<file path="src/rtl/flash_prog_pkg.sv">
`timescale 1ns/1ps
package flash_prog_pkg;
  localparam int unsigned DW = 8;
  localparam int unsigned AW_BUS = 16;

  localparam logic [1:0] VPP_NORM  = 2'b00;
  localparam logic [1:0] VPP_PROG  = 2'b01;
  localparam logic [1:0] VPP_ERASE = 2'b10;

  localparam logic [3:0] SEL_MAIN  = 4'b0000;
  localparam logic [3:0] SEL_ERASE = 4'b0001;

  localparam logic [AW_BUS-1:0] SEC_ADDR = 16'hFFFF;

  typedef enum logic [2:0] {
    OP_NONE,
    OP_READ,
    OP_ODIS,
    OP_PROG,
    OP_PVFY,
    OP_ERASE,
    OP_EVFY,
    OP_INHIBIT
  } pm_op_e;
endpackage

</file>
<file path="src/rtl/flash_pin_decode.sv">
`timescale 1ns/1ps
module flash_pin_decode
  import flash_prog_pkg::*;
(
  input  logic          qual_ok_i,
  input  logic [3:0]    ctl_sel_i,
  input  logic          ce_ni,
  input  logic          oe_ni,
  input  logic [1:0]    vpp_lvl_i,
  input  logic          addr_lsb_i,
  input  logic [DW-1:0] data_i,
  output pm_op_e        op_o
);
  logic erase_ok;
  assign erase_ok = !addr_lsb_i && (data_i == '1);

  always_comb begin
    op_o = OP_NONE;
    if (!qual_ok_i) begin
      op_o = OP_NONE;
    end else if (ce_ni && oe_ni) begin
      op_o = OP_INHIBIT;
    end else begin
      unique case ({ctl_sel_i, vpp_lvl_i, ce_ni, oe_ni})
        {SEL_MAIN,  VPP_NORM,  1'b0, 1'b0}: op_o = OP_READ;
        {SEL_MAIN,  VPP_NORM,  1'b0, 1'b1}: op_o = OP_ODIS;
        {SEL_MAIN,  VPP_PROG,  1'b0, 1'b1}: op_o = OP_PROG;
        {SEL_MAIN,  VPP_PROG,  1'b1, 1'b0}: op_o = OP_PVFY;
        {SEL_ERASE, VPP_ERASE, 1'b0, 1'b1}: op_o = erase_ok ? OP_ERASE : OP_NONE;
        {SEL_ERASE, VPP_ERASE, 1'b1, 1'b0}: op_o = OP_EVFY;
        default:                            op_o = OP_NONE;
      endcase
    end
  end
endmodule

</file>
<file path="src/rtl/flash_cell_array.sv">
`timescale 1ns/1ps
module flash_cell_array #(
  parameter int unsigned AW = 8,
  parameter int unsigned DW = 8
) (
  input  logic          clk_i,
  input  logic          rst_ni,
  input  logic          wr_en_i,
  input  logic [AW-1:0] wr_idx_i,
  input  logic [DW-1:0] wr_data_i,
  input  logic          erase_all_i,
  input  logic [AW-1:0] rd_idx_i,
  output logic [DW-1:0] rd_data_o
);
  localparam int unsigned DEPTH = 1 << AW;

  logic [DW-1:0] cells [DEPTH];

  for (genvar i = 0; i < DEPTH; i++) begin : g_cell
    logic [DW-1:0] cell_q;
    always_ff @(posedge clk_i or negedge rst_ni) begin
      if (!rst_ni)                                 cell_q <= '1;
      else if (erase_all_i)                        cell_q <= '1;
      else if (wr_en_i && wr_idx_i == AW'(i))      cell_q <= cell_q & wr_data_i;
    end
    assign cells[i] = cell_q;
  end

  assign rd_data_o = cells[rd_idx_i];

  // after an erase every location reads erased, whatever is addressed
  assert_erase_blank_R6: assert property (@(posedge clk_i) disable iff (!rst_ni)
    erase_all_i |=> (rd_data_o == '1));

  // a program without erase can only clear bits of the addressed cell
  assert_prog_no_rise_R4: assert property (@(posedge clk_i) disable iff (!rst_ni)
    (wr_en_i && !erase_all_i && rd_idx_i == wr_idx_i) |=>
      ((rd_data_o & ~$past(rd_data_o)) == '0 || rd_idx_i != $past(rd_idx_i)));
endmodule

</file>
<file path="src/rtl/flash_sec_reg.sv">
`timescale 1ns/1ps
module flash_sec_reg #(
  parameter int unsigned SEC_W = 8
) (
  input  logic             clk_i,
  input  logic             rst_ni,
  input  logic             clr_en_i,
  input  logic [SEC_W-1:0] clr_data_i,
  input  logic             set_all_i,
  output logic [SEC_W-1:0] sec_o
);
  always_ff @(posedge clk_i or negedge rst_ni) begin
    if (!rst_ni)        sec_o <= '1;
    else if (set_all_i) sec_o <= '1;
    else if (clr_en_i)  sec_o <= sec_o & clr_data_i;
  end

  assert_sec_no_rise_R9: assert property (@(posedge clk_i) disable iff (!rst_ni)
    !set_all_i |=> ((sec_o & ~$past(sec_o)) == '0));
endmodule

</file>
<file path="src/rtl/flash_prog_ctrl.sv">
`timescale 1ns/1ps
module flash_prog_ctrl
  import flash_prog_pkg::*;
#(
  parameter int unsigned ARRAY_AW = 8,
  parameter int unsigned SEC_W    = 8
) (
  input  logic        clk_i,
  input  logic        rst_ni,
  input  logic        pm_reset_i,
  input  logic        pm_latch_i,
  input  logic        pm_store_i,
  input  logic [3:0]  ctl_sel_i,
  input  logic        ce_ni,
  input  logic        oe_ni,
  input  logic [1:0]  vpp_lvl_i,
  input  logic [15:0] addr_i,
  input  logic [7:0]  data_i,
  output logic [7:0]  data_o,
  output logic        data_oe_o
);
  pm_op_e          op;
  logic            qual_ok;
  logic            ce_q;
  logic            ce_fall;
  logic            prog_go;
  logic            erase_go;
  logic            sec_hit;
  logic [DW-1:0]   arr_rd;
  logic [DW-1:0]   sec_rd;
  logic [SEC_W-1:0] sec_q;

  assign qual_ok = pm_reset_i && !pm_latch_i && pm_store_i;
  assign sec_hit = (addr_i == SEC_ADDR);

  flash_pin_decode u_decode (
    .qual_ok_i  (qual_ok),
    .ctl_sel_i  (ctl_sel_i),
    .ce_ni      (ce_ni),
    .oe_ni      (oe_ni),
    .vpp_lvl_i  (vpp_lvl_i),
    .addr_lsb_i (addr_i[0]),
    .data_i     (data_i),
    .op_o       (op)
  );

  // strobe edge detector: one write per chip-enable fall
  always_ff @(posedge clk_i or negedge rst_ni) begin
    if (!rst_ni) ce_q <= 1'b1;
    else         ce_q <= ce_ni;
  end

  assign ce_fall  = ce_q && !ce_ni;
  assign prog_go  = ce_fall && (op == OP_PROG);
  assign erase_go = ce_fall && (op == OP_ERASE);

  flash_cell_array #(.AW(ARRAY_AW), .DW(DW)) u_array (
    .clk_i       (clk_i),
    .rst_ni      (rst_ni),
    .wr_en_i     (prog_go && !sec_hit),
    .wr_idx_i    (addr_i[ARRAY_AW-1:0]),
    .wr_data_i   (data_i),
    .erase_all_i (erase_go),
    .rd_idx_i    (addr_i[ARRAY_AW-1:0]),
    .rd_data_o   (arr_rd)
  );

  flash_sec_reg #(.SEC_W(SEC_W)) u_sec (
    .clk_i      (clk_i),
    .rst_ni     (rst_ni),
    .clr_en_i   (prog_go && sec_hit),
    .clr_data_i (data_i[SEC_W-1:0]),
    .set_all_i  (erase_go),
    .sec_o      (sec_q)
  );

  always_comb begin
    sec_rd = '1;
    sec_rd[SEC_W-1:0] = sec_q;
  end

  always_comb begin
    data_oe_o = (op == OP_READ) || (op == OP_PVFY) || (op == OP_EVFY);
    data_o    = '0;
    if (data_oe_o) data_o = sec_hit ? sec_rd : arr_rd;
  end

  // bus is only driven while the output-enable strobe is low
  assert_drive_needs_oe_R8: assert property (@(posedge clk_i) disable iff (!rst_ni)
    data_oe_o |-> (!oe_ni && !(ce_ni && oe_ni)));

  // unqualified pins never reach the protection register
  assert_unqual_sec_stable_R1: assert property (@(posedge clk_i) disable iff (!rst_ni)
    !qual_ok |=> $stable(sec_q));

  // a held strobe never gives a second write
  assert_single_prog_R10: assert property (@(posedge clk_i) disable iff (!rst_ni)
    prog_go |=> !prog_go);

  assert_single_erase_R10: assert property (@(posedge clk_i) disable iff (!rst_ni)
    erase_go |=> !erase_go);
endmodule

</file>
<file path="config.mk">
export PLATFORM = sky130hd
export DESIGN_NAME = flash_prog_ctrl
export DESIGN_NICKNAME = d
export VERILOG_FILES = /design/src/rtl/flash_prog_pkg.sv /design/src/rtl/flash_pin_decode.sv /design/src/rtl/flash_cell_array.sv /design/src/rtl/flash_sec_reg.sv /design/src/rtl/flash_prog_ctrl.sv
export SDC_FILE = /design/constraint.sdc
export NUM_CORES = 2
export LEC_CHECK = 0
export BUFFER_PORTS_ARGS = -buffer_cell sky130_fd_sc_hd__clkbuf_2
export CORE_MARGIN = 2
export CORE_UTILIZATION = 60
export DETAILED_ROUTE_END_ITERATION = 7
export GPL_ROUTABILITY_DRIVEN = 1
export PLACE_DENSITY = 0.72
export SETUP_SLACK_MARGIN = 0.02
export SYNTH_ARGS = -nofsm -noshare
export SYNTH_HDL_FRONTEND = slang
export SYNTH_SLANG_ARGS = --single-unit
</file>
<file path="constraint.sdc">
create_clock -name clk_i -period 3.2 [get_ports clk_i]
set_clock_uncertainty 0.05 [all_clocks]
set_input_delay 0.32 -clock clk_i [delete_from_list [all_inputs] [get_ports clk_i]]
set_output_delay 0.32 -clock clk_i [all_outputs]
set_load 0.05 [all_outputs]
</file>
==> results.sh <==
export IMPL_fp_dieW_microns=399
export IMPL_routabilityCongestion=0.944
export IMPL_grt_overflow=0
export IMPL_crit_chain="mux4_2 -> mux2i_1 -> buf_4 -> a32oi_4 -> o21ai_1 -> nor4_2 -> buf_4 -> a32o_2 -> buf_12"
export IMPL_path_clk_slew_ns=0.07
export IMPL_crit_path_end_kind="primary output"
export IMPL_drc=1
export IMPL_first_pass_iters=8
export IMPL_cts_max_path_buffers=3
export IMPL_synth_top_area_share=0.579
export IMPL_rr_worst_depth=8
export IMPL_core_region_area_sq_mm=0.154
export IMPL_timing_rr_start="ce_q"
export IMPL_final_cell_mix="nand2_1 (2,171), dfstp_2 (2,057), o21ai_0 (1,699), mux4_2 (558), buf_4 (417)"
export IMPL_cpMostUsedCell="buf_4"
export IMPL_setup_slack_ns=-0.571
export IMPL_critical_path_max_stage_delay_ns=0.54
export IMPL_port_buffers=45
export IMPL_status="complete, but fails checks"
export IMPL_hold_start="data_i[5]"
export IMPL_cts_sinks=2057
export IMPL_start_util=0.605
export IMPL_critPathKind="reg -> out"
export IMPL_power_density_mw_per_mm2=511
export IMPL_startpoint_type="flip-flop"
export IMPL_grt_max_degree=183
export IMPL_nets=8395
export IMPL_synth_distinct_cells=67
export IMPL_violations="DRC, setup timing"
export IMPL_whs_endpoint="u_array.g_cell[239].cell_q[5]"
export IMPL_die_h_microns=399
export IMPL_crit_fanout=2
export IMPL_cts_tree="yes"
export IMPL_synth_main_ff_cell="dfstp_2"
export IMPL_grt_pass1_vias=72300
export IMPL_report_final_slew_viol_count=0
export IMPL_wl_per_cell_microns=28.7
export IMPL_hpwl_microns=187000
export IMPL_cts_buffers=206
export IMPL_io_pins=46
export IMPL_whs_path_depth=4
export IMPL_clock_fmax_mhz=265
export IMPL_ant_nets=0
export IMPL_seq_area_frac_synth=0.579
export IMPL_final_common_cell="nand2_1"
export IMPL_grtUsageTotal=0.386
export IMPL_synthTopCellsByArea="dfstp_2 (58%), mux4_2 (13%), o21ai_0 (9.1%)"
export IMPL_num_vias=71900
export IMPL_wl_microns=304000
export IMPL_drt_first_iter_violations=9748
export IMPL_grt_pass1_wl_microns=459000
export IMPL_root_buffer="clkbuf_16"
export IMPL_vdd_drop_max_mv=0.613
export IMPL_final_core_utilization=0.692
export IMPL_synth_area_sq_mm=0.0934
export IMPL_worstMarginPinSlew_ns=0.913
export IMPL_netlist_instances=8400
export IMPL_fin_area_sq_mm=0.107
export IMPL_finalHoldViolCount=0
export IMPL_worstSetupStartpoint="u_array.g_cell[242].cell_q[6]"
export IMPL_die_area_sq_mm=0.159
export IMPL_worstPathRequired_ns=2.83
export IMPL_max_cap_violations=0
export IMPL_dpl_instance_area_sq_mm=0.0990
export IMPL_cpMaxStageDelayCell="dfstp_2"
export IMPL_area_delta_synth_final_pct=14.4
export IMPL_crit_arrival_ns=3.40
export IMPL_clk_insertion_delay_late_ns=0.87
export IMPL_worst_hold_path_type="in -> reg"
export IMPL_synth_edf_count=0
export IMPL_ys_warn_count=0
export IMPL_synth_ff_latch_count=2057
export IMPL_rsz0062_at_grt="true"
export IMPL_tns_ns=-2.98
export IMPL_setup_viol=8
export IMPL_postSynthNetCount=8437
export IMPL_reg2reg_slack_ns=0.23
export IMPL_reg2reg_to="u_array.g_cell[155].cell_q[6]"
export IMPL_async_reset_ff_frac=1.00
export IMPL_synth_top_cell_by_area="dfstp_2"
export IMPL_total_power_mw=54.6
export IMPL_drive_gt1_frac=0.455
export IMPL_syn_area_per_cell_sq_um=11.1
export IMPL_dp_cells=10200
export IMPL_rows=144
export IMPL_period_share=1.18
export IMPL_vias_per_cell=6.78
export IMPL_power_leakage_nw=50.7
export IMPL_period_needed_ns=3.77
export IMPL_htree_levels=4
export IMPL_antenna_found_initial=23
export IMPL_relSlewSlack=0.389
export IMPL_post_layout_nonfiller_instances=10600
layer usage:
metal | wire, microns | GRT usage | up-vias
li1 | - | - | 29100
met1 | 110000 | 0.508 | 36900
met2 | 137000 | 0.576 | 4804
met3 | 36300 | 0.109 | 1076
met4 | 20300 | 0.228 | 18
met5 | 231 | 0.00545 | -
how the worst max path moves through the flow:
| stage | endpoint | slack, ns |
|---|---|---|
| finish | data_o[6] | -0.57 |
| global route | data_o[3] | -0.54 |
| CTS | data_o[6] | -0.53 |
| detailed placement | data_o[3] | -1.02 |
| global placement | data_o[3] | -1.02 |
| floorplan | data_o[5] | -0.04 |
where the power goes:
group	internal (mW)	total, mW	switching (mW)
registers	26.1	26.1	0.000554
logic	0.850	2.64	1.79
clock network	15.2	25.8	10.6
timing repair:
| action | 4_1_cts | 5_1_grt |
|---|---|---|
| buffers inserted | 0 | 0 |
| hold endpoints to repair | 51 | 0 |
| pin swaps | 40 | 7 |
| cloned | 0 | 0 |
| setup endpoints to repair | 8 | 8 |
| gates resized for setup | 94 | 13 |
| hold buffers | 2 | 0 |
cells in the mapped netlist, types with 4 or more instances:
cell / count
or2_2: 210
or3_1: 18
and2_1: 10
nor3_1: 10
mux2_2: 9
buf_6: 18
nand3_1: 36
nand2b_1: 6
mux4_2: 558
o2111ai_1: 4
buf_2: 120
buf_4: 47
a2111oi_0: 7
a32o_1: 4
nand2_1: 2173
mux2i_1: 70
nor4_1: 7
a221oi_1: 9
nand4_1: 19
dfstp_2: 2057
a22o_1: 6
a31oi_1: 13
nor2b_1: 13
o21ai_0: 1705
nor2_1: 71
a32oi_1: 9
clkbuf_1: 625
a211oi_1: 8
buf_1: 49
o221ai_1: 6
a21oi_1: 27
o21ai_1: 372
o22ai_1: 26
nand3_2: 5
a22oi_1: 20
stage by stage:
| step | hold slack, ns | worst slack (ns) |
|---|---|---|
| after floorplan | 0.122 | -0.0432 |
| after global placement | 0.411 | -1.02 |
| after detailed placement | 0.417 | -1.02 |
| after CTS | 0.0363 | -0.526 |
| after global routing | 0.0897 | -0.541 |
| final | 0.0825 | -0.571 |
critical path, delay by kind of cell, from the launching register on:
kind | cells | cell delay [ns]
flip-flops | 1 | 0.54
buffers and inverters | 3 | 0.51
multiplexers | 2 | 0.31
AO/OA/AOI/OAI | 3 | 0.69
AND/OR/NAND/NOR | 1 | 0.46
area by class of cell:
| cell class | instances | area, sq um |
|---|---|---|
| clock buffers | 302 | 6090 |
| diodes | 28 | 70.1 |
| multi-input cells | 5475 | 36400 |
| clock inverters | 81 | 1180 |
| inverters | 5 | 26.3 |
| flip-flops and latches | 2057 | 54000 |
| repair buffers | 613 | 6510 |
| fillers | 10600 | 47500 |
| well taps | 2044 | 2560 |
cells by family (layout without fill, tap and decap cells):
| kind of cell | Yosys count | count (layout) | synth area share |
|---|---|---|---|
| and+or+nand+nor | 2602 | 2602 | 0.114 |
| DFF | 2057 | 2057 | 0.579 |
| buffers and inverters | 868 | 1001 | 0.0400 |
| AOI/OAI and AO/OA | 2236 | 2236 | 0.124 |
| muxes | 637 | 637 | 0.143 |
| other | 0 | 28 | 0 |
sequential cells by signal, indices dropped and copies added (netlist names):
register	flops
ce_q	1
u_array.g_cell.cell_q	2048
u_sec.sec_o	8
Power figures use the tool's default switching activity.
